===== src/rtl/tmr_pkg.sv =====
package tmr_pkg;

  localparam int PRE_W  = 3;
  localparam int CTRL_W = 11;

  typedef enum logic [1:0] {
    MODE_TIMER = 2'd0,
    MODE_GATED = 2'd1,
    MODE_EVENT = 2'd2,
    MODE_QUAD  = 2'd3
  } tmrMode_e;

  // Field order fixes the control register bit positions (MSB first).
  typedef struct packed {
    logic             run;       // bit 10
    logic [1:0]       edgeSel;   // bit 9 falling, bit 8 rising
    logic             gateHigh;  // bit 7
    logic             dirDown;   // bit 6
    logic             dirExt;    // bit 5
    logic [PRE_W-1:0] preSel;    // bits 4:2
    tmrMode_e         mode;      // bits 1:0
  } tmrCtrl_t;

  typedef struct packed {
    logic step;
    logic down;
    logic load;
  } tmrStrobe_t;

endpackage


===== src/rtl/tmr_sync.sv =====
module tmr_sync #(
  parameter int STAGES = 2
) (
  input  logic clk,
  input  logic rstN,
  input  logic d,
  output logic q
);

  logic [STAGES-1:0] chain;

  always_ff @(posedge clk or negedge rstN) begin
    if (!rstN) chain <= '0;
    else       chain <= {chain[STAGES-2:0], d};
  end

  assign q = chain[STAGES-1];

endmodule


===== src/rtl/tmr_ctrl.sv =====
module tmr_ctrl
  import tmr_pkg::*;
#(
  parameter int ADDR_W      = 2,
  parameter int SLOT_W      = 2,
  parameter int SYNC_STAGES = 2
) (
  input  logic              clk,
  input  logic              rstN,
  input  logic              wrEn,
  input  logic [ADDR_W-1:0] addr,
  input  logic [CTRL_W-1:0] wrData,
  input  logic              evtIn,
  input  logic              dirIn,
  output tmrCtrl_t          ctrl,
  output tmrStrobe_t        strb
);

  localparam int PDIV_W = (1 << PRE_W) - 1;
  localparam logic [ADDR_W-1:0] CTRL_ADDR  = ADDR_W'(0);
  localparam logic [ADDR_W-1:0] COUNT_ADDR = ADDR_W'(1);

  // Control register
  tmrCtrl_t ctrlQ;
  always_ff @(posedge clk or negedge rstN) begin
    if (!rstN)                          ctrlQ <= '0;
    else if (wrEn && addr == CTRL_ADDR) ctrlQ <= tmrCtrl_t'(wrData);
  end
  assign ctrl = ctrlQ;

  // Resolution slot: one strobe every 2^SLOT_W clocks
  logic [SLOT_W-1:0] phase;
  logic              slot;
  always_ff @(posedge clk or negedge rstN) begin
    if (!rstN) phase <= '0;
    else       phase <= phase + SLOT_W'(1);
  end
  assign slot = (phase == {SLOT_W{1'b1}});

  // Prescaler counts slots; tick every 2^N slots
  logic [PDIV_W-1:0] preCnt;
  logic [PDIV_W-1:0] preMask;
  logic              tick;
  always_ff @(posedge clk or negedge rstN) begin
    if (!rstN)     preCnt <= '0;
    else if (slot) preCnt <= preCnt + PDIV_W'(1);
  end
  assign preMask = ~({PDIV_W{1'b1}} << ctrlQ.preSel);
  assign tick    = slot && ((preCnt & preMask) == preMask);

  // Input synchronizers, one per external pin
  logic [1:0] rawIn;
  logic [1:0] syncIn;
  assign rawIn = {dirIn, evtIn};

  for (genvar g = 0; g < 2; g++) begin : gSync
    tmr_sync #(.STAGES(SYNC_STAGES)) sync_i (
      .clk (clk),
      .rstN(rstN),
      .d   (rawIn[g]),
      .q   (syncIn[g])
    );
  end

  // Per-slot samples used as the "previous" value for edge detection
  logic evtSmp, dirSmp;
  always_ff @(posedge clk or negedge rstN) begin
    if (!rstN) begin
      evtSmp <= 1'b0;
      dirSmp <= 1'b0;
    end else if (slot) begin
      evtSmp <= syncIn[0];
      dirSmp <= syncIn[1];
    end
  end

  logic evtNew, dirNew;
  logic evtRise, evtFall;
  logic [1:0] quadChg;
  logic quadValid, quadDown;
  logic dirSel;
  logic rawStep, rawDown;

  assign evtNew    = syncIn[0];
  assign dirNew    = syncIn[1];
  assign evtRise   = evtNew & ~evtSmp;
  assign evtFall   = ~evtNew & evtSmp;
  assign quadChg   = {evtNew, dirNew} ^ {evtSmp, dirSmp};
  assign quadValid = (quadChg == 2'b01) || (quadChg == 2'b10);
  // A leading B counts up: new A differs from old B
  assign quadDown  = (evtNew == dirSmp);
  assign dirSel    = ctrlQ.dirExt ? dirNew : ctrlQ.dirDown;

  always_comb begin
    rawStep = 1'b0;
    rawDown = dirSel;
    unique case (ctrlQ.mode)
      MODE_TIMER: rawStep = tick;
      MODE_GATED: rawStep = tick && (evtNew == ctrlQ.gateHigh);
      MODE_EVENT: rawStep = slot && ((ctrlQ.edgeSel[0] && evtRise) ||
                                     (ctrlQ.edgeSel[1] && evtFall));
      MODE_QUAD: begin
        rawStep = slot && quadValid;
        rawDown = quadDown;
      end
      default: rawStep = 1'b0;
    endcase
  end

  assign strb.step = rawStep && ctrlQ.run;
  assign strb.down = rawDown;
  assign strb.load = wrEn && (addr == COUNT_ADDR);


  step_spacing_chk: assert property (@(posedge clk) disable iff (!rstN)
    strb.step |=> !strb.step);

endmodule


===== src/rtl/tmr_datapath.sv =====
module tmr_datapath
  import tmr_pkg::*;
#(
  parameter int CNT_W = 16
) (
  input  logic             clk,
  input  logic             rstN,
  input  tmrStrobe_t       strb,
  input  logic [CNT_W-1:0] loadVal,
  output logic [CNT_W-1:0] cnt,
  output logic             ovfPulse,
  output logic             unfPulse
);

  localparam logic [CNT_W-1:0] ONE = CNT_W'(1);

  always_ff @(posedge clk or negedge rstN) begin
    if (!rstN) begin
      cnt      <= '0;
      ovfPulse <= 1'b0;
      unfPulse <= 1'b0;
    end else begin
      ovfPulse <= 1'b0;
      unfPulse <= 1'b0;
      if (strb.load) begin
        cnt <= loadVal;
      end else if (strb.step) begin
        if (strb.down) begin
          cnt      <= cnt - ONE;
          unfPulse <= (cnt == '0);
        end else begin
          cnt      <= cnt + ONE;
          ovfPulse <= (cnt == {CNT_W{1'b1}});
        end
      end
    end
  end


  ovf_wrap_chk: assert property (@(posedge clk) disable iff (!rstN)
    ovfPulse |-> (cnt == '0));


  unf_wrap_chk: assert property (@(posedge clk) disable iff (!rstN)
    unfPulse |-> (cnt == {CNT_W{1'b1}}));


  pulse_excl_chk: assert property (@(posedge clk) disable iff (!rstN)
    !(ovfPulse && unfPulse));


  load_value_chk: assert property (@(posedge clk) disable iff (!rstN)
    strb.load |=> (cnt == $past(loadVal)));


  single_step_chk: assert property (@(posedge clk) disable iff (!rstN)
    !$past(strb.load) |-> ((cnt == $past(cnt)) ||
                           (cnt == $past(cnt) + ONE) ||
                           (cnt == $past(cnt) - ONE)));

endmodule


===== src/rtl/tmr_channel.sv =====
module tmr_channel
  import tmr_pkg::*;
#(
  parameter int CNT_W       = 16,
  parameter int ADDR_W      = 2,
  parameter int SLOT_W      = 2,
  parameter int SYNC_STAGES = 2
) (
  input  logic              clk,
  input  logic              rstN,
  input  logic              regWrEn,
  input  logic [ADDR_W-1:0] regAddr,
  input  logic [CNT_W-1:0]  regWrData,
  output logic [CNT_W-1:0]  regRdData,
  input  logic              evtIn,
  input  logic              dirIn,
  output logic              ovfPulse,
  output logic              unfPulse
);

  localparam logic [ADDR_W-1:0] CTRL_ADDR  = ADDR_W'(0);
  localparam logic [ADDR_W-1:0] COUNT_ADDR = ADDR_W'(1);

  tmrCtrl_t         ctrl;
  tmrStrobe_t       strb;
  logic [CNT_W-1:0] cnt;

  tmr_ctrl #(
    .ADDR_W     (ADDR_W),
    .SLOT_W     (SLOT_W),
    .SYNC_STAGES(SYNC_STAGES)
  ) ctrl_i (
    .clk   (clk),
    .rstN  (rstN),
    .wrEn  (regWrEn),
    .addr  (regAddr),
    .wrData(regWrData[CTRL_W-1:0]),
    .evtIn (evtIn),
    .dirIn (dirIn),
    .ctrl  (ctrl),
    .strb  (strb)
  );

  tmr_datapath #(.CNT_W(CNT_W)) dp_i (
    .clk     (clk),
    .rstN    (rstN),
    .strb    (strb),
    .loadVal (regWrData),
    .cnt     (cnt),
    .ovfPulse(ovfPulse),
    .unfPulse(unfPulse)
  );

  always_comb begin
    if (regAddr == CTRL_ADDR)       regRdData = {{(CNT_W-CTRL_W){1'b0}}, ctrl};
    else if (regAddr == COUNT_ADDR) regRdData = cnt;
    else                            regRdData = '0;
  end

endmodule


===== config.mk =====
export PLATFORM = sky130hd
export DESIGN_NAME = tmr_channel
export DESIGN_NICKNAME = d
export VERILOG_FILES = /design/src/rtl/tmr_pkg.sv /design/src/rtl/tmr_sync.sv /design/src/rtl/tmr_ctrl.sv /design/src/rtl/tmr_datapath.sv /design/src/rtl/tmr_channel.sv
export SDC_FILE = /design/constraint.sdc
export NUM_CORES = 1
export LEC_CHECK = 0
export BUFFER_PORTS_ARGS = -buffer_cell sky130_fd_sc_hd__buf_2
export CAP_MARGIN = 20
export CORE_MARGIN = 3
export CORE_UTILIZATION = 52
export DETAILED_ROUTE_END_ITERATION = 10
export PLACE_DENSITY = 0.76
export SLEW_MARGIN = 25
export SYNTH_ARGS = -nofsm -noshare
export SYNTH_HDL_FRONTEND = slang
export SYNTH_SLANG_ARGS = --single-unit

===== constraint.sdc =====
create_clock -name clk -period 3.23 [get_ports clk]
set_input_delay 0.646 -clock clk [delete_from_list [all_inputs] [get_ports clk]]
set_output_delay 0.646 -clock clk [all_outputs]
set_load 0.005 [all_outputs]

==> results of run 1 <==
==> through the flow <==
stage	instances	TNS [ns]	power (mW)	setup slack, ns
finish	441	0	2.749	0.06680
global placement	424	0	2.164	0.2399
CTS	432	0	2.648	0.1832
floorplan	316	0	1.865	0.2268
detailed placement	424	0	2.195	0.2017
global route	441	-0.1970	2.962	-0.06330
==> power by group through the flow <==
| stage | sequential [mW] | clock [mW] | combinational (mW) |
|---|---|---|---|
| floorplan | 0.783 | 0 | 1.08 |
| global placement | 0.852 | 0 | 1.31 |
| detailed placement | 0.858 | 0 | 1.34 |
| CTS | 0.848 | 0.453 | 1.35 |
| global route | 0.871 | 0.480 | 1.61 |
| finish | 0.854 | 0.450 | 1.45 |
==> final timing paths <==
kind / startpoint / end / slack (ns)
worst max-delay path: ctrl_i.ctrl[5]$_DFFE_PN0P_ / dp_i.cnt[15]$_DFFE_PN0P_ / 0.07
worst min-delay path: rstN / ctrl_i.ctrl[1]$_DFFE_PN0P_ / 0.32
worst max register to register: ctrl_i.ctrl[5]$_DFFE_PN0P_ / dp_i.cnt[15]$_DFFE_PN0P_ / 0.07
worst min register to register: ctrl_i.gSync[1].sync_i.chain[0]$_DFF_PN0_ / ctrl_i.gSync[1].sync_i.chain[1]$_DFF_PN0_ / 0.35
max in group asynchronous: rstN / dp_i.cnt[10]$_DFFE_PN0P_ / 2.54
min in group clk: ctrl_i.gSync[1].sync_i.chain[0]$_DFF_PN0_ / ctrl_i.gSync[1].sync_i.chain[1]$_DFF_PN0_ / 0.35
==> layer usage <==
metal	wire [µm]	vias up	track usage, %	part of all wire [%]
met2	3387	96	35.95	45
met5	0	-	0	0
met4	144	0	7.807	1.9
li1	-	1262	-	-
met3	645	13	4.447	8.5
met1	3379	1242	32.99	45
==> cell families after synthesis <==
family | Yosys count | synth area share, %
and+or+nand+nor | 121 | 19.98
AOI/OAI and AO/OA | 66 | 16.66
DFF | 44 | 36.56
muxes | 27 | 9.680
xor gates and xnor gates | 20 | 5.816
buffers and inverters | 19 | 3.157
adders and majority gates | 19 | 8.143
==> cell type report <==
| class | count | area [µm²] | share of cell area, % |
|---|---|---|---|
| Multi-Input combinational cell | 253 | 1829 | 52.38 |
| Sequential cell | 44 | 1101 | 31.53 |
| Tap cell | 72 | 90.09 | 2.580 |
| Inverter | 9 | 37.54 | 1.075 |
| Timing Repair Buffer | 55 | 312.8 | 8.957 |
| Clock buffer | 6 | 82.58 | 2.365 |
| Clock inverter | 2 | 38.79 | 1.111 |
==> flip-flops by register name, indices dropped and copies added (netlist names) <==
register and count:
ctrl_i.evtSmp 1, ctrl_i.phase 2, dp_i.ovfPulse 1, dp_i.unfPulse 1, ctrl_i.gSync.sync_i.chain 4, ctrl_i.dirSmp 1
ctrl_i.preCnt 7, dp_i.cnt 16, ctrl_i.ctrl 11
==> worst max-delay path, stage by stage, from the launching register on <==
cell and delay, ns:
dfrtp_1 0.37, mux2_2 0.35, mux2i_2 0.24, clkinvlp_4 0.13, buf_4 0.18, buf_4 0.13, ha_1 0.37, o21ai_0 0.22
nor2_1 0.11, o31ai_4 0.26, nand2_1 0.12, and4_1 0.20, or3_1 0.36
==> synthesized netlist by cell type (all sizes together) (4+ instances only) <==
cell,count
or3,4
nor3,7
nand2,37
o21ai,11
mux2i,13
xnor2,13
o211ai,4
nor4,4
mux2,14
dfrtp,44
xor2,7
clkbuf,5
and2,7
nor2,30
inv,9
nand4,10
a211oi,4
a21oi,18
buf,5
nand3,9
ha,18
a31oi,6
==> timing repair <==
| action | 4_1_cts | 5_1_grt |
|---|---|---|
| resized for setup | 0 | 4 |
| setup buffers | 0 | 9 |
| endpoints found under the setup margin | 0 | 2 |
==> impl_metrics.yaml, run 1 <==
global_routing:
  grt_pass1_vias: 2426
  grt_overflow: 0
  grt_use_total_pct: 23.34
  grt_pass1_wl_um: 11850
  antenna_found_initial: 0
  grt_max_degree: 45
pwr:
  vdd_drop_max_uv: 285.3
  p_comb_share_pct: 52.6
  p_sw_mw: 1.190
  clkPwrFrac_pct: 16.4
  swShare_pct: 43.29
  intPower_mw: 1.559
  power.leakage_nw: 1.585
  power_density_nw_per_um2: 787.2
  seqPwrFrac_pct: 31.0
logic_synthesis:
  ys_seq_area_share_pct: 36.56
  yosys-top-cells-area: "dfrtp_1 (37%), ha_1 (7.5%), mux2_2 (5.2%), nand2_1 (4.5%), mux2i_1 (4.0%)"
  async_flop_share_pct: 100.0
  synth-edff-count: 0
  synthesis.nets: 358
  synth_ff_type: "dfrtp_1"
  synth_area_um2: 3012
  ys_ff_latch: 44
  yosysUniqueCellTypes: 56
  syn_inst: 316
  syn_area_per_cell_um2: 9.531
  synth_top_cell_area_share_pct: 36.56
  yosys.area.top_type: "dfrtp_1"
  yosysWarnings: 0
placement:
  place_area_um2: 3291
  place_congestion: 0.8571
  port_buffers: 40
  dpl.hpwl_um: 5455
clock_network:
  cts_tree: "done"
  cts.sinks: 44
  cts-root-buf: "clkbuf_8"
  htree_levels: 2
  cts_buffer_depth: 2
  clk_pin_slew_worst_paths_ns: 0.09
  clkLatencyLatePin_ns: 0.31
  cts_buffers: 5
  hold_buffers: 0
cells_and_area:
  fin_util_pct: 63.03
  final_common_cell: "dfrtp_1"
  fin_area_um2: 3492
  layout-drive-gt1-share_pct: 25.20
  final_cell_mix: "dfrtp_1 (44), buf_2 (40), nand2_1 (36), nor2_1 (30), ha_1 (18)"
  final_nets: 410
  fillers: 463
  area_growth_pct: 15.95
  antennaDiodeCount: 0
routing:
  drc: 0
  antenna_left: 0
  routed_wl_um: 7556
  routed_via_density: 5.925
  dr.pass1.iters: 4
  drtIter0Drc: 244
  num_vias: 2613
  post_drt_wl_per_cell_um: 17.13
timing:
  rsz0062_at_grt: "yes"
  final-max-slew-violation-count: 0
  whs_ns: 0.3205
  tightest_slew_ns: 0.5854
  slew_headroom_pct: 60.97
  fin_crit_ns: 3.163
  max_freq_mhz: 316.1
  hold_violations: 0
  setup_viol: 0
  fin_worst_skew_ns: 0.008139
  fin_crit_sh_pct: 97.93
floorplanning:
  rows: 27
  fp.dieH_um: 82.10
  dieArea_um2: 6740
  start_util_pct: 54.36
  io_pins: 41
  die_w_um: 82.10
  fp.coreArea_um2: 5540
setup_path:
  crit_type: "flip-flop to flip-flop"
  arrival_ns: 3.35
  start_kind: "flip-flop"
  crit_fanout: 7
  endpoint_kind: "flip-flop"
  rr_worst_depth: 12
  worstPathRequired_ns: 3.42
run_status:
  status: "finished clean"
job:
  max_cap_viol_count: 0
hold_path:
  hp-class: "primary input to asynchronous set/reset pin"
Note: power is estimated with default switching activity, not from simulation.
==> run 2: changes to the inputs <==
- CORE_ASPECT_RATIO: not set -> 0.9
- CORE_MARGIN: 3 -> 2
- CORE_UTILIZATION: 52 -> 58
- PLACE_DENSITY: 0.76 -> 0.8
- clock period: 3.23 -> 3.55 ns (I/O delays scaled with it)
==> impl_metrics.yaml, run 2 (synthesis results as in run 1) <==
cells_and_area:
  antennaDiodeCount: 0
  regMostFlops: "dp_i.cnt"
  final_nets: 401
  seqCellArea_um2: 1101
  final_cell_mix: "dfrtp_1 (44), buf_2 (39), nand2_1 (36), nor2_1 (30), ha_1 (18)"
  fin_util_pct: 68.85
  fillers: 387
  area_growth_pct: 12.59
  final_common_cell: "dfrtp_1"
  multiInputGateArea_um2: 1815
  layout-drive-gt1-share_pct: 22.22
  fin_area_um2: 3391
  largest_reg_flops: 16
routing:
  post_drt_wl_per_cell_um: 17.68
  routed_wl_um: 7513
  route.met2.wl_um: 3382
  wl_met3_um: 541
  drc: 0
  dr.pass1.iters: 4
  routed_via_density: 6.096
  wl_met1_um: 3487
  maxUsedRoutingLayer: "met4"
  num_vias: 2591
  drtIter0Drc: 291
  antenna_left: 0
setup_path:
  arrival_ns: 3.34
  crit_fanout: 15
  worstPathRequired_ns: 3.72
  start_kind: "flip-flop"
  crit_type: "flip-flop to flip-flop"
  endpoint_kind: "flip-flop"
timing:
  max_freq_mhz: 315.5
  hold_violations: 0
  tightest_slew_ns: 0.5385
  whs_ns: 0.3614
  final-max-slew-violation-count: 0
  slew_headroom_pct: 64.10
  fin_crit_ns: 3.169
  setup_viol: 0
  fin_crit_sh_pct: 89.28
  fin_worst_skew_ns: 0.006724
  rsz0062_at_grt: "no"
  tns_ns: 0
floorplanning:
  io_pins: 41
  rows: 24
  start_util_pct: 61.15
  die_w_um: 79.96
  fp.dieH_um: 72.36
  dieArea_um2: 5786
  fp.coreArea_um2: 4925
clock_network:
  cts.sinks: 44
  cts_buffers: 5
  cts_setup_buffers: 0
  cts-root-buf: "clkbuf_8"
  cts_resized: 0
  clk_pin_slew_worst_paths_ns: 0.09
  cts_tree: "done"
  clkLatencyLatePin_ns: 0.29
  hold_buffers: 0
  htree_levels: 2
  cts_buffer_depth: 2
job:
  max_cap_viol_count: 0
placement:
  place_area_um2: 3277
  dpl.hpwl_um: 5711
  place_congestion: 0.9374
  port_buffers: 40
global_routing:
  grt_pass1_vias: 2497
  grt_max_degree: 45
  grt_pass1_wl_um: 12440
  grt_overflow: 0
  antenna_found_initial: 0
  grt_use_total_pct: 27.81
run_status:
  status: "finished clean"
pwr:
  finalPower_mw: 2.423
  power.leakage_nw: 1.538
  power_density_nw_per_um2: 714.7
  vdd_drop_max_uv: 451.6
hold_path:
  hp-class: "flip-flop to flip-flop"
## run 2: through the flow
step / std cells / setup slack [ns]
2_1_floorplan: 316 / 0.5468
3_3_place_gp: 417 / 0.5569
3_5_place_dp: 417 / 0.4556
4_1_cts: 425 / 0.4104
5_1_grt: 425 / 0.1909
6_report: 425 / 0.3807
## run 2: power breakdown
part | total (mW) | leakage (nW) | switching, mW | internal, mW
logic | 1.27 | 0.963 | 0.725 | 0.544
clock network | 0.382 | 0.0541 | 0.174 | 0.208
registers | 0.773 | 0.521 | 0.168 | 0.605
## run 2: final timing paths
| kind | start | end | slack [ns] | cells past startpoint |
|---|---|---|---|---|
| worst max-delay path | ctrl_i.ctrl[5]$_DFFE_PN0P_ | dp_i.cnt[15]$_DFFE_PN0P_ | 0.38 | 10 |
| worst min-delay path | ctrl_i.gSync[0].sync_i.chain[0]$_DFF_PN0_ | ctrl_i.gSync[0].sync_i.chain[1]$_DFF_PN0_ | 0.36 | 0 |
| worst max register to register | ctrl_i.ctrl[5]$_DFFE_PN0P_ | dp_i.cnt[15]$_DFFE_PN0P_ | 0.38 | 10 |
| worst min register to register | ctrl_i.gSync[0].sync_i.chain[0]$_DFF_PN0_ | ctrl_i.gSync[0].sync_i.chain[1]$_DFF_PN0_ | 0.36 | 0 |
| max in group asynchronous | rstN | dp_i.cnt[14]$_DFFE_PN0P_ | 2.78 | 1 |
| min in group asynchronous | rstN | ctrl_i.phase[0]$_DFF_PN0_ | 0.40 | 1 |
## run 2: routing by layer
| layer | global-route usage [%] | vias to the layer above |
|---|---|---|
| met5 | 0 | - |
| met2 | 43.80 | 107 |
| met3 | 4.726 | 11 |
| met4 | 5.838 | 0 |
| li1 | - | 1245 |
| met1 | 40.68 | 1228 |
## run 2: cell type report
type / instances / share of cell area (%)
sequential: 44 / 32.47
multi-input combinational: 253 / 53.54
clock inverter: 3 / 1.255
clock buffer: 5 / 2.030
tap: 65 / 2.399
inverter: 9 / 0.9963
timing repair buffer: 46 / 7.306
## run 2: worst max-delay path, stage by stage, from the launching register on
cell	delay, ns
dfrtp_1	0.39
mux2_2	0.36
mux2i_2	0.18
inv_1	0.28
ha_1	0.47
a21oi_1	0.24
o21ai_0	0.16
a31oi_1	0.29
nand2_1	0.13
and4_1	0.20
or3_1	0.36
==> run 3: changes to the inputs <==
- BUFFER_PORTS_ARGS: -buffer_cell sky130_fd_sc_hd__buf_2 -> -buffer_cell sky130_fd_sc_hd__clkbuf_2
- CORE_ASPECT_RATIO: 0.9 -> not set
- SLEW_MARGIN: 25 -> not set
==> impl_metrics.yaml, run 3 (synthesis results as in run 1) <==
setup_path:
  crit_fanout: 15
  start_kind: "flip-flop"
  crit_type: "flip-flop to flip-flop"
  endpoint_kind: "flip-flop"
  max_stage_delay_ns: 0.45
  path_buf_inv: 1
  critPathLaunch: "ctrl_i.ctrl[5]$_DFFE_PN0P_"
  worstPathRequired_ns: 3.72
  cp_top_family: "simple AND/OR/NAND/NOR gates"
  crit-reg2reg-launch: "ctrl_i.ctrl[5]$_DFFE_PN0P_"
  arrival_ns: 3.32
  cp_slowest_cell: "ha_1"
  cp_cell_sequence: "mux2_2, mux2i_2, inv_1, ha_1, a21oi_1, o21ai_0, a31oi_1, nand2_1, and4_1, or3_1"
clock_network:
  cts-root-buf: "clkbuf_8"
  clkLatencyLatePin_ns: 0.30
  cts_tree: "done"
  htree_levels: 2
  cts.sinks: 44
  cts_buffers: 5
  cts_resized: 0
  clk_pin_slew_worst_paths_ns: 0.09
  cts_setup_buffers: 0
  hold_buffers: 0
  cts_buffer_depth: 2
floorplanning:
  io_pins: 41
  fp.dieH_um: 76.06
  start_util_pct: 59.34
  die_w_um: 76.06
  dieArea_um2: 5785
  rows: 26
  fp.coreArea_um2: 5075
pwr:
  vdd_drop_max_uv: 348.1
  finalPower_mw: 2.433
  power_density_nw_per_um2: 714.8
  power.leakage_nw: 1.533
global_routing:
  antenna_found_initial: 0
  grt_pass1_vias: 2608
  grt_max_degree: 45
  grt_overflow: 0
  grt_pass1_wl_um: 12590
  grt_use_total_pct: 26.95
placement:
  place_congestion: 0.9018
  dpl.hpwl_um: 5462
  port_buffers: 40
routing:
  antenna_left: 0
  drc: 0
  drtIter0Drc: 198
  routed_via_density: 6.149
  routed_wl_um: 7433
  num_vias: 2638
  dr.pass1.iters: 5
  post_drt_wl_per_cell_um: 17.33
cells_and_area:
  largest_reg_flops: 16
  final_nets: 400
  fillers: 425
  regMostFlops: "dp_i.cnt"
  antennaDiodeCount: 0
  fin_util_pct: 67.06
  final_common_cell: "dfrtp_1"
  area_growth_pct: 13.00
  final_cell_mix: "dfrtp_1 (44), clkbuf_2 (40), nand2_1 (36), nor2_1 (30), ha_1 (18)"
  layout-drive-gt1-share_pct: 22.01
timing:
  rsz0062_at_grt: "no"
  hold_violations: 0
  tightest_slew_ns: 0.8182
  fin_crit_sh_pct: 88.68
  final-max-slew-violation-count: 0
  setup_viol: 0
  max_freq_mhz: 317.6
  fin_worst_skew_ns: 0.01105
  slew_headroom_pct: 45.38
  tns_ns: 0
  fin_crit_ns: 3.148
  whs_ns: 0.3423
run_status:
  status: "finished clean"
hold_path:
  hp-class: "primary input to asynchronous set/reset pin"
job:
  max_cap_viol_count: 0
==> run 3: final timing paths <==
kind                                                                   to  slack [ns]  depth (start not counted)
worst max-delay path                             dp_i.cnt[15]$_DFFE_PN0P_        0.40                         10
worst min-delay path                           ctrl_i.ctrl[4]$_DFFE_PN0P_        0.34                          1
worst max register to register                   dp_i.cnt[15]$_DFFE_PN0P_        0.40                         10
worst min register to register  ctrl_i.gSync[0].sync_i.chain[1]$_DFF_PN0_        0.36                          0
max in group asynchronous                      ctrl_i.ctrl[5]$_DFFE_PN0P_        2.70                          2
min in group clk                ctrl_i.gSync[0].sync_i.chain[1]$_DFF_PN0_        0.36                          0
==> run 3: routing by layer <==
metal | GRT usage [%] | vias up | part of all wire [%]
li1 | - | 1234 | -
met4 | 8.182 | 0 | 1.8
met1 | 37.67 | 1285 | 45
met2 | 43.30 | 107 | 47
met5 | 0 | - | 0
met3 | 4.502 | 12 | 6.2
==> run 3: metrics by stage <==
stage | worst slack, ns | area, µm² | cells
after global placement | 0.5847 | 3268 | 420
after global routing | 0.1306 | 3403 | 429
after detailed placement | 0.4348 | 3268 | 420
after floorplan | 0.5468 | 3012 | 316
after CTS | 0.4167 | 3383 | 428
final | 0.4018 | 3403 | 429
==> run 3: power by group <==
part | switching [mW] | internal [mW]
clock | 0.183 | 0.212
combinational | 0.715 | 0.543
sequential | 0.173 | 0.605
total | 1.07 | 1.36
==> run 3: worst reg2reg max path, stage by stage (launching register included) <==
cell and delay, ns:
dfrtp_1 0.39, mux2_2 0.36, mux2i_2 0.17, inv_1 0.29, ha_1 0.45, a21oi_1 0.24
o21ai_0 0.15, a31oi_1 0.29, nand2_1 0.13, and4_1 0.20, or3_1 0.36
==> run 3: final cells by class <==
type                            count  area (µm²)  share of cell area, %
Inverter                            9       33.78                 0.9926
Clock inverter                      3       46.29                  1.360
Multi-Input combinational cell    253        1815                  53.35
Timing Repair Buffer               45       250.2                  7.353
Sequential cell                    44        1101                  32.35
Clock buffer                        5       68.82                  2.022
Tap cell                           70       87.58                  2.574
